**src/rtl/cbc_pkg.sv**
```systemverilog
package cbc_pkg;
  localparam int CPU_AW    = 16;
  localparam int DW        = 8;
  localparam int PRI_W     = 5;
  localparam int SEC_W     = 2;
  localparam int BANK_W    = PRI_W + SEC_W;
  localparam int OFS_W     = 14;
  localparam int ROM_AW    = BANK_W + OFS_W;
  localparam int RAM_OFS_W = 13;
  localparam int RAM_AW    = RAM_OFS_W + SEC_W;
  localparam int LOG2_W    = 3;

  typedef enum logic [1:0] {
    RAM_NONE = 2'd0,
    RAM_8K   = 2'd1,
    RAM_32K  = 2'd2,
    RAM_RSVD = 2'd3
  } ram_cfg_e;

  typedef struct packed {
    logic             ram_en;
    logic             mode;
    logic [SEC_W-1:0] sec;
    logic [PRI_W-1:0] pri;
  } bank_regs_t;

  // bank-count mask, at least two banks
  function automatic logic [BANK_W-1:0] rom_mask(input logic [LOG2_W-1:0] lg);
    logic [LOG2_W-1:0] eff;
    logic [BANK_W:0]   full;
    eff  = (lg == '0) ? LOG2_W'(1) : lg;
    full = ((BANK_W+1)'(1) << eff) - (BANK_W+1)'(1);
    return full[BANK_W-1:0];
  endfunction

  // zero substitution decided on the raw field, mask applied afterwards
  function automatic logic [PRI_W-1:0] next_primary(input logic [DW-1:0] b,
                                                    input logic [BANK_W-1:0] m);
    if (b[PRI_W-1:0] == '0) return PRI_W'(1);
    return b[PRI_W-1:0] & m[PRI_W-1:0];
  endfunction

  function automatic logic [BANK_W-1:0] low_window_bank(input logic [SEC_W-1:0] s,
                                                       input logic [BANK_W-1:0] m);
    return {s, {PRI_W{1'b0}}} & m;
  endfunction

  function automatic logic [BANK_W-1:0] high_window_bank(input logic [SEC_W-1:0] s,
                                                        input logic [PRI_W-1:0] p,
                                                        input logic [BANK_W-1:0] m);
    return {s, p} & m;
  endfunction
endpackage

```
**src/rtl/cbc_decode.sv**
```systemverilog
module cbc_decode
  import cbc_pkg::*;
(
  input  logic [CPU_AW-1:0] addr,
  output logic              hit_en,
  output logic              hit_pri,
  output logic              hit_sec,
  output logic              hit_mode,
  output logic              hit_rom_lo,
  output logic              hit_rom_hi,
  output logic              hit_ram
);
  localparam int TOP_W = 3;
  logic [TOP_W-1:0] top;
  assign top = addr[CPU_AW-1 -: TOP_W];

  always_comb begin
    hit_en   = (top == 3'd0);
    hit_pri  = (top == 3'd1);
    hit_sec  = (top == 3'd2);
    hit_mode = (top == 3'd3);
    hit_ram  = (top == 3'd5);
  end

  assign hit_rom_lo = (addr[CPU_AW-1 -: 2] == 2'b00);
  assign hit_rom_hi = (addr[CPU_AW-1 -: 2] == 2'b01);
endmodule

```
**src/rtl/cbc_regs.sv**
```systemverilog
module cbc_regs
  import cbc_pkg::*;
(
  input  logic              clk,
  input  logic              rst_n,
  input  logic              wr,
  input  logic              hit_en,
  input  logic              hit_pri,
  input  logic              hit_sec,
  input  logic              hit_mode,
  input  logic [DW-1:0]     wdata,
  input  logic [BANK_W-1:0] mask,
  output bank_regs_t        regs_q
);
  localparam logic [3:0] EN_KEY = 4'hA;
  bank_regs_t regs_d;

  always_comb begin
    regs_d = regs_q;
    if (wr) begin
      if (hit_en)   regs_d.ram_en = (wdata[3:0] == EN_KEY);
      if (hit_pri)  regs_d.pri    = next_primary(wdata, mask);
      if (hit_sec)  regs_d.sec    = wdata[SEC_W-1:0];
      if (hit_mode) regs_d.mode   = wdata[0];
    end
  end

  always_ff @(posedge clk) begin
    if (!rst_n) begin
      regs_q.ram_en <= 1'b0;
      regs_q.mode   <= 1'b0;
      regs_q.sec    <= '0;
      regs_q.pri    <= PRI_W'(1);
    end else begin
      regs_q <= regs_d;
    end
  end
endmodule

```
**src/rtl/cbc_rom_map.sv**
```systemverilog
module cbc_rom_map
  import cbc_pkg::*;
(
  input  logic [CPU_AW-1:0] addr,
  input  logic              hit_rom_lo,
  input  logic              hit_rom_hi,
  input  bank_regs_t        regs,
  input  logic [BANK_W-1:0] mask,
  output logic [ROM_AW-1:0] rom_addr
);
  logic [BANK_W-1:0] bank;

  always_comb begin
    bank = '0;
    if (hit_rom_lo && regs.mode) bank = low_window_bank(regs.sec, mask);
    else if (hit_rom_hi)         bank = high_window_bank(regs.sec, regs.pri, mask);
  end

  assign rom_addr = (hit_rom_lo || hit_rom_hi) ? {bank, addr[OFS_W-1:0]} : '0;
endmodule

```
**src/rtl/cbc_ram_map.sv**
```systemverilog
module cbc_ram_map
  import cbc_pkg::*;
(
  input  logic [CPU_AW-1:0] addr,
  input  bank_regs_t        regs,
  input  logic [1:0]        ram_size,
  output logic [RAM_AW-1:0] ram_addr
);
  logic [RAM_OFS_W-1:0] ofs;
  logic                 banked;
  assign ofs = addr[RAM_OFS_W-1:0];

  generate
    if (RAM_AW > RAM_OFS_W) begin : g_banked
      assign banked = (ram_cfg_e'(ram_size) == RAM_32K) && regs.mode;
      assign ram_addr = banked ? {regs.sec, ofs} : {{SEC_W{1'b0}}, ofs};
    end else begin : g_flat
      assign banked   = 1'b0;
      assign ram_addr = ofs;
    end
  endgenerate
endmodule

```
**src/rtl/cart_bank_ctrl.sv**
```systemverilog
module cart_bank_ctrl
  import cbc_pkg::*;
(
  input  logic              clk,
  input  logic              rst_n,
  input  logic [CPU_AW-1:0] cpu_addr,
  input  logic [DW-1:0]     cpu_wdata,
  input  logic              cpu_wr,
  input  logic [DW-1:0]     rom_rdata,
  input  logic [DW-1:0]     ram_rdata,
  input  logic [LOG2_W-1:0] cfg_rom_log2,
  input  logic [1:0]        cfg_ram_size,
  output logic [DW-1:0]     cpu_rdata,
  output logic [ROM_AW-1:0] rom_addr,
  output logic [RAM_AW-1:0] ram_addr,
  output logic              ram_we
);
  localparam logic [DW-1:0] FLOAT_BYTE = '1;

  logic hit_en, hit_pri, hit_sec, hit_mode, hit_rom_lo, hit_rom_hi, hit_ram;
  logic [BANK_W-1:0] rom_mask_w;
  bank_regs_t        regs_q;
  logic              ram_open;

  assign rom_mask_w = rom_mask(cfg_rom_log2);

  cbc_decode u_dec (
    .addr(cpu_addr), .hit_en(hit_en), .hit_pri(hit_pri), .hit_sec(hit_sec),
    .hit_mode(hit_mode), .hit_rom_lo(hit_rom_lo), .hit_rom_hi(hit_rom_hi),
    .hit_ram(hit_ram)
  );

  cbc_regs u_regs (
    .clk(clk), .rst_n(rst_n), .wr(cpu_wr), .hit_en(hit_en), .hit_pri(hit_pri),
    .hit_sec(hit_sec), .hit_mode(hit_mode), .wdata(cpu_wdata),
    .mask(rom_mask_w), .regs_q(regs_q)
  );

  cbc_rom_map u_rom (
    .addr(cpu_addr), .hit_rom_lo(hit_rom_lo), .hit_rom_hi(hit_rom_hi),
    .regs(regs_q), .mask(rom_mask_w), .rom_addr(rom_addr)
  );

  cbc_ram_map u_ram (
    .addr(cpu_addr), .regs(regs_q), .ram_size(cfg_ram_size), .ram_addr(ram_addr)
  );

  assign ram_open = hit_ram && regs_q.ram_en;
  assign ram_we   = ram_open && cpu_wr;

  always_comb begin
    if (hit_ram) cpu_rdata = regs_q.ram_en ? ram_rdata : FLOAT_BYTE;
    else         cpu_rdata = rom_rdata;
  end
endmodule

```
**config.mk**
```make
export PLATFORM = sky130hd
export DESIGN_NAME = cart_bank_ctrl
export DESIGN_NICKNAME = d
export VERILOG_FILES = /design/src/rtl/cbc_pkg.sv /design/src/rtl/cbc_decode.sv /design/src/rtl/cbc_regs.sv /design/src/rtl/cbc_rom_map.sv /design/src/rtl/cbc_ram_map.sv /design/src/rtl/cart_bank_ctrl.sv
export SDC_FILE = /design/constraint.sdc
export NUM_CORES = 1
export LEC_CHECK = 0
export BUFFER_PORTS_ARGS = -buffer_cell sky130_fd_sc_hd__buf_2
export CORE_UTILIZATION = 38
export DETAILED_ROUTE_END_ITERATION = 12
export GPL_TIMING_DRIVEN = 0
export PLACE_DENSITY_LB_ADDON = 0.2
export SLEW_MARGIN = 5
export SYNTH_ARGS = -nofsm -noshare
export SYNTH_HDL_FRONTEND = slang
export SYNTH_SLANG_ARGS = --single-unit
```
**constraint.sdc**
```tcl
create_clock -name clk -period 4 [get_ports clk]
set_clock_uncertainty 0.05 [all_clocks]
set_input_delay 0.8 -clock clk [delete_from_list [all_inputs] [get_ports clk]]
set_output_delay 0.8 -clock clk [all_outputs]
set_load 0.01 [all_outputs]
```
# Word level (Yosys, flattened, before mapping)
# Cells that the tools add are included.
[totals]
ff_bits = 9
inputBits = 48
out_inout_bits = 45
word_cells = 41
[op_classes]
addsub = 1
eq_ne = 7
shifts = 1
muxes = 12
n_bitwise = 3
n_reduce_logical = 13
[ops]
columns = ["cell", "n"]
rows = [
  ["2-to-1 mux 21 bit", 1],
  ["2-to-1 mux 8 bit", 2],
  ["2-to-1 mux 15 bit", 1],
  ["AND 7 bit", 2],
  ["2-to-1 mux 7 bit", 2],
  ["2-to-1 mux 5 bit", 2],
  ["AND reduction 2 bit", 4],
  ["<< shifter 1 x 3 -> 7 bit (first input constant)", 1],
  ["subtractor 7 x 2 -> 7 bit (second input constant)", 1],
  ["equality test 3 x 2 -> 1 bit (second input constant)", 2],
  ["logical NOT 3 bit", 2],
  ["AND 5 bit", 1],
  ["logical NOT 5 bit", 1],
  ["equality test 4 bit (second input constant)", 1],
  ["logical AND 1 bit", 4],
  ["equality test 3 x 1 -> 1 bit (second input constant)", 1],
  ["equality test 3 bit (second input constant)", 1],
  ["2-to-1 mux 1 bit", 3],
  ["2-to-1 mux 3 bit", 1],
  ["equality test 2 x 1 -> 1 bit (second input constant)", 1],
  ["equality test 2 bit (second input constant)", 1],
  ["logical NOT 2 bit", 1],
  ["logical OR 1 bit", 1],
]

# Depth between registers and ports, before layout
[logic_depth]
ltp_word = 8
ltp_mapped = 5

# Cells and area by module
# Synthesis repeated with hierarchy kept, for this count alone.
[hier_totals]
cells_unflattened = 116
area_unflattened_um2 = 877.1
[by_module_without_submodules]
columns = ["module", "instances", "cells_per_inst", "area_per_inst_um2", "seq_area_each_um2"]
rows = [
  ["cbc_regs", 1, 44, 372.9, 180.2],
  ["cbc_rom_map", 1, 27, 167.7, 0.0],
  ["cart_bank_ctrl", 1, 23, 166.4, 0.0],
  ["cbc_ram_map", 1, 15, 117.6, 0.0],
  ["cbc_decode", 1, 7, 52.6, 0.0],
]

# Least setup slack after synthesis
# No wires, ideal clock.
[synth_path]
path_type = "input -> output"
startpoint = "input port cfg_rom_log2[2]"
endpoint = "output port rom_addr[16]"
arrival_ns = 1.655
t_required_ns = 3.150
path_slack_ns = 1.495
stages = 4
n_path_buf = 0
cell_sequence = "or2_2 > ha_1 > xor2_1 > and3_1"
[synth_via]
elab_chain_len = 8
elab_cells_between_ends = 9
[synth_rtl]
columns = ["item", "line", "source"]
rows = [
  ["start: declaration", "cart_bank_ctrl.sv:11", "input logic [LOG2_W-1:0] cfg_rom_log2,"],
  ["logical NOT 3 bit", "cbc_pkg.sv:31", "eff = (lg == '0) ? LOG2_W'(1) : lg;"],
  ["2-to-1 mux 3 bit (*)", "cbc_pkg.sv:31", ""],
  ["<< shifter 1 x 3 -> 7 bit (*)", "cbc_pkg.sv:32", "full = ((BANK_W+1)'(1) << eff) - (BANK_W+1)'(1);"],
  ["subtractor 7 x 2 -> 7 bit (*)", "cbc_pkg.sv:32", ""],
  ["AND 7 bit", "cbc_pkg.sv:51", "return {s, p} & m;"],
  ["2-to-1 mux 7 bit", "cbc_rom_map.sv:16", "else if (hit_rom_hi) bank = high_window_bank(regs.sec, regs.pri, mask);"],
  ["2-to-1 mux 7 bit (*)", "cbc_rom_map.sv:15", "if (hit_rom_lo && regs.mode) bank = low_window_bank(regs.sec, mask);"],
  ["2-to-1 mux 21 bit (*)", "cbc_rom_map.sv:19", "assign rom_addr = (hit_rom_lo || hit_rom_hi) ? {bank, addr[OFS_W-1:0]} : '0;"],
  ["end: declaration", "cart_bank_ctrl.sv:14", "output logic [ROM_AW-1:0] rom_addr,"],
]
# Mark *: on every way between the ends. The rest lies on a longest branch, timed or not.

# Worst setup path in the final report
# Same ends and word-level chain as after synthesis.

==> run_summary.xml <==
<?xml version="1.0" encoding="UTF-8"?>
<metrics>
  <group name="status">
    <metric name="outcome" unit="">complete, no violations</metric>
  </group>
  <group name="power">
    <metric name="power-per-cell-area" unit="nW/um^2">191</metric>
    <metric name="leakagePower" unit="nW">0.779</metric>
    <metric name="vdd.ir_drop.worst" unit="mV">0.168</metric>
  </group>
  <group name="drt">
    <metric name="drc" unit="">0</metric>
    <metric name="dr.pass1.iters" unit="">4</metric>
    <metric name="wire_per_inst" unit="um">10.8</metric>
    <metric name="drt_first_iter_violations" unit="">6</metric>
    <metric name="detail_route.vias_per_cell" unit="">4.74</metric>
    <metric name="wl" unit="um">2540</metric>
    <metric name="detailed_route_via_count" unit="">1118</metric>
    <metric name="ant_nets" unit="">0</metric>
  </group>
  <group name="global_route">
    <metric name="antenna_violations_before_repair" unit="">0</metric>
    <metric name="pin_count_of_the_biggest_net_entering_global_routing" unit="">11</metric>
    <metric name="grt_pass1_vias" unit="">901</metric>
    <metric name="grt_first_pass_wirelength" unit="um">3890</metric>
    <metric name="grt.total_usage" unit="%">19.7</metric>
    <metric name="grt_overflow_total" unit="">0</metric>
  </group>
  <group name="setup_path">
    <metric name="cp.required" unit="ps">3150</metric>
    <metric name="worst_path_class_setup" unit="">in2out</metric>
    <metric name="critical_path.endpoint_type" unit="">output port</metric>
    <metric name="arrival" unit="ps">1910</metric>
    <metric name="critical_path.startpoint" unit="">cfg_rom_log2[2]</metric>
    <metric name="startpoint_type" unit="">primary input</metric>
    <metric name="critical_path_fanouts_max" unit="">6</metric>
    <metric name="r2r_start" unit="">u_regs.regs_q[8]</metric>
  </group>
  <group name="sta">
    <metric name="report.final.setup_viol" unit="">0</metric>
    <metric name="rsz0062_at_grt" unit="">false</metric>
    <metric name="final_hold_viol_count" unit="">0</metric>
    <metric name="final.min_clock_period" unit="ps">2760</metric>
    <metric name="drv_slew" unit="">0</metric>
    <metric name="tns" unit="ps">0</metric>
    <metric name="final.period_utilization" unit="%">69.1</metric>
    <metric name="clock.fmax" unit="MHz">362</metric>
  </group>
  <group name="die">
    <metric name="dieHeight" unit="um">50.4</metric>
    <metric name="die-width" unit="um">50.4</metric>
    <metric name="pin_count" unit="">93</metric>
    <metric name="core-area" unit="sq um">2210</metric>
    <metric name="initial_utilization" unit="%">40.2</metric>
    <metric name="fp.dieArea" unit="sq um">2540</metric>
    <metric name="core.rowCount" unit="">17</metric>
  </group>
  <group name="clock_network">
    <metric name="cts_sinks" unit="">9</metric>
    <metric name="post_cts.repair.setup_buffers" unit="">0</metric>
    <metric name="cts_inserted_buffers" unit="">3</metric>
    <metric name="cts_resized" unit="">0</metric>
    <metric name="ctsRootBufferMaster" unit="">sky130_fd_sc_hd__clkbuf_4</metric>
    <metric name="clock_insertion_delay_worst_skew" unit="ps">270</metric>
    <metric name="cts-root-to-sink-buffers" unit="">2</metric>
    <metric name="cts_max_level" unit="">1</metric>
    <metric name="clock_tree_from_tritoncts" unit="">yes</metric>
    <metric name="clkTransAtPathRegs" unit="ps">60</metric>
    <metric name="hold_buffers" unit="">0</metric>
  </group>
  <group name="yosys">
    <metric name="yosysTopAreaCellShare" unit="%">20.3</metric>
    <metric name="ys.warnings.count" unit="">0</metric>
    <metric name="synth_fp_nets" unit="">165</metric>
    <metric name="post_synth_main_area_contributors" unit="">sky130_fd_sc_hd__dfxtp_1, sky130_fd_sc_hd__nor2b_1, sky130_fd_sc_hd__buf_4</metric>
    <metric name="ys_dominant_reg_cell" unit="">sky130_fd_sc_hd__dfxtp_1</metric>
    <metric name="synth_area_per_cell" unit="sq um">7.67</metric>
    <metric name="share_of_synthesized_registers_carrying_an_async_set_or_reset" unit="%">0</metric>
    <metric name="synthesis.instances" unit="">116</metric>
    <metric name="syn_std_cell_area" unit="sq um">890</metric>
    <metric name="synth_sequential_area_ratio" unit="%">20.3</metric>
    <metric name="yosysUniqueCellTypes" unit="">34</metric>
    <metric name="synth_enable_flop_cells" unit="">0</metric>
    <metric name="yosys_register_bits" unit="">9</metric>
    <metric name="synth_top_area_cell" unit="">sky130_fd_sc_hd__dfxtp_1</metric>
  </group>
  <group name="min_path">
    <metric name="hold_path.startpoint" unit="">u_regs.regs_q[4]</metric>
    <metric name="hold_class" unit="">reg2reg</metric>
  </group>
  <group name="finish">
    <metric name="number_of_flip_flops_in_the_largest_register" unit="">9</metric>
    <metric name="area.growth.synth_to_final" unit="%">56.4</metric>
    <metric name="post_route_cells_drive_above_1_share" unit="%">52.9</metric>
    <metric name="antenna_cells" unit="">0</metric>
    <metric name="largest_registers" unit="">u_regs.regs_q x9</metric>
    <metric name="fin_util" unit="%">62.9</metric>
    <metric name="final_cell_area" unit="sq um">1390</metric>
    <metric name="num-nets-final" unit="">258</metric>
    <metric name="top_register" unit="">u_regs.regs_q</metric>
  </group>
  <group name="place">
    <metric name="routability_driven_placement_congestion_ratio" unit="">0.825</metric>
    <metric name="dp_hpwl" unit="um">2120</metric>
    <metric name="place.port_buffers" unit="">88</metric>
    <metric name="placed_cell_area" unit="sq um">1370</metric>
  </group>
  <group name="job">
    <metric name="drv.max_cap_violation_count" unit="">0</metric>
  </group>
</metrics>
routing by layer:
| layer | track usage (%) | vias to the layer above | wire, um |
|---|---|---|---|
| li1 | - | 569 | - |
| met1 | 21.9 | 488 | 1030 |
| met2 | 36.9 | 56 | 1270 |
| met3 | 2.42 | 5 | 198 |
| met4 | 8.33 | 0 | 39 |
| met5 | 0 | - | 0 |
synth_stat cells, drive strengths merged, types with 2 or more instances:
library cell,instances
buf,16
a21boi,3
and4b,2
nor2,2
clkbuf,2
and4bb,2
nor2b,27
nand3,3
nand3b,2
nand2,14
and2,2
dfxtp,9
and3,5
o21ai,9
mux2i,4
critical path: stages:
cell                     delay (ps)
sky130_fd_sc_hd__buf_2          130
sky130_fd_sc_hd__or2_2          290
sky130_fd_sc_hd__ha_1           200
sky130_fd_sc_hd__xor2_1         170
sky130_fd_sc_hd__and3_1         190
sky130_fd_sc_hd__buf_2          130
placed cells by master, fill, tap and decap left out:
cell / n
sky130_fd_sc_hd__nor2b_1: 27
sky130_fd_sc_hd__xor2_1: 1
sky130_fd_sc_hd__clkbuf_4: 3
sky130_fd_sc_hd__nand2_1: 14
sky130_fd_sc_hd__a21boi_1: 3
sky130_fd_sc_hd__and4bb_1: 1
sky130_fd_sc_hd__nor4b_2: 1
sky130_fd_sc_hd__nand3_1: 3
sky130_fd_sc_hd__nor3_1: 1
sky130_fd_sc_hd__nor3b_1: 1
sky130_fd_sc_hd__nor4bb_1: 1
sky130_fd_sc_hd__mux2i_1: 4
sky130_fd_sc_hd__conb_1: 1
sky130_fd_sc_hd__buf_2: 89
sky130_fd_sc_hd__nand4bb_1: 1
sky130_fd_sc_hd__o21ai_1: 9
sky130_fd_sc_hd__nand3b_2: 1
sky130_fd_sc_hd__buf_6: 1
sky130_fd_sc_hd__a32o_1: 1
sky130_fd_sc_hd__or2_2: 1
sky130_fd_sc_hd__buf_1: 1
sky130_fd_sc_hd__nand4b_1: 1
sky130_fd_sc_hd__buf_4: 13
sky130_fd_sc_hd__dfxtp_1: 9
sky130_fd_sc_hd__and4b_1: 2
sky130_fd_sc_hd__nor2_1: 2
sky130_fd_sc_hd__and3_1: 5
sky130_fd_sc_hd__and3b_1: 1
sky130_fd_sc_hd__clkbuf_1: 3
sky130_fd_sc_hd__ha_1: 1
sky130_fd_sc_hd__and2_1: 2
sky130_fd_sc_hd__nand3b_1: 1
sky130_fd_sc_hd__and4bb_4: 1
sky130_fd_sc_hd__o21a_1: 1
sky130_fd_sc_hd__nor4_1: 1
stage by stage:
| step | hold slack (ps) | total power, mW | cells | setup WS [ps] |
|---|---|---|---|---|
| 6_report | 402 | 0.265 | 236 | 1240 |
| 5_1_grt | 424 | 0.282 | 236 | 1200 |
| 4_1_cts | 405 | 0.268 | 236 | 1230 |
| 3_5_place_dp | 396 | 0.196 | 232 | 1230 |
| 3_3_place_gp | 384 | 0.193 | 232 | 1250 |
| 2_1_floorplan | 376 | 0.145 | 116 | 1500 |
cells by family (layout without fill, tap and decap cells):
kind of cell    count (synthesis)  in the layout  synth area share [%]
fa+ha+maj                       1              1                  1.41
buf+inv                        18            110                  14.1
other cells                     1              1                 0.422
simple gates                   68             68                  48.8
flops                           9              9                  20.3
xor+xnor                        1              1                 0.985
mux                             4              4                  4.50
compound gates                 14             14                  9.56
path summary, 6_finish.rpt:
path | endpoint | slack [ps] | depth (start not counted)
worst min-delay path | u_regs.regs_q[4] | 400 | 2
worst min register to register | u_regs.regs_q[4] | 400 | 2
worst max-delay path | rom_addr[16] | 1240 | 6
worst max register to register | u_regs.regs_q[8] | 3120 | 3
final cells by class:
type	count	area, sq um
Timing Repair Buffer	88	440
Buffer	18	125
Sequential cell	9	180
Clock buffer	4	26.3
Fill cell	217	821
Multi-Input combinational cell	89	584
Tap cell	28	35.0
power breakdown:
group / leakage, nW / internal (mW) / switching [mW] / total [mW]
combinational: 0.691 / 0.0536 / 0.0474 / 0.101
clock: 0.0150 / 0.0386 / 0.0335 / 0.0720
sequential: 0.0728 / 0.0912 / 0.000919 / 0.0921
total: 0.779 / 0.183 / 0.0818 / 0.265
Power figures use the tool's default switching activity.
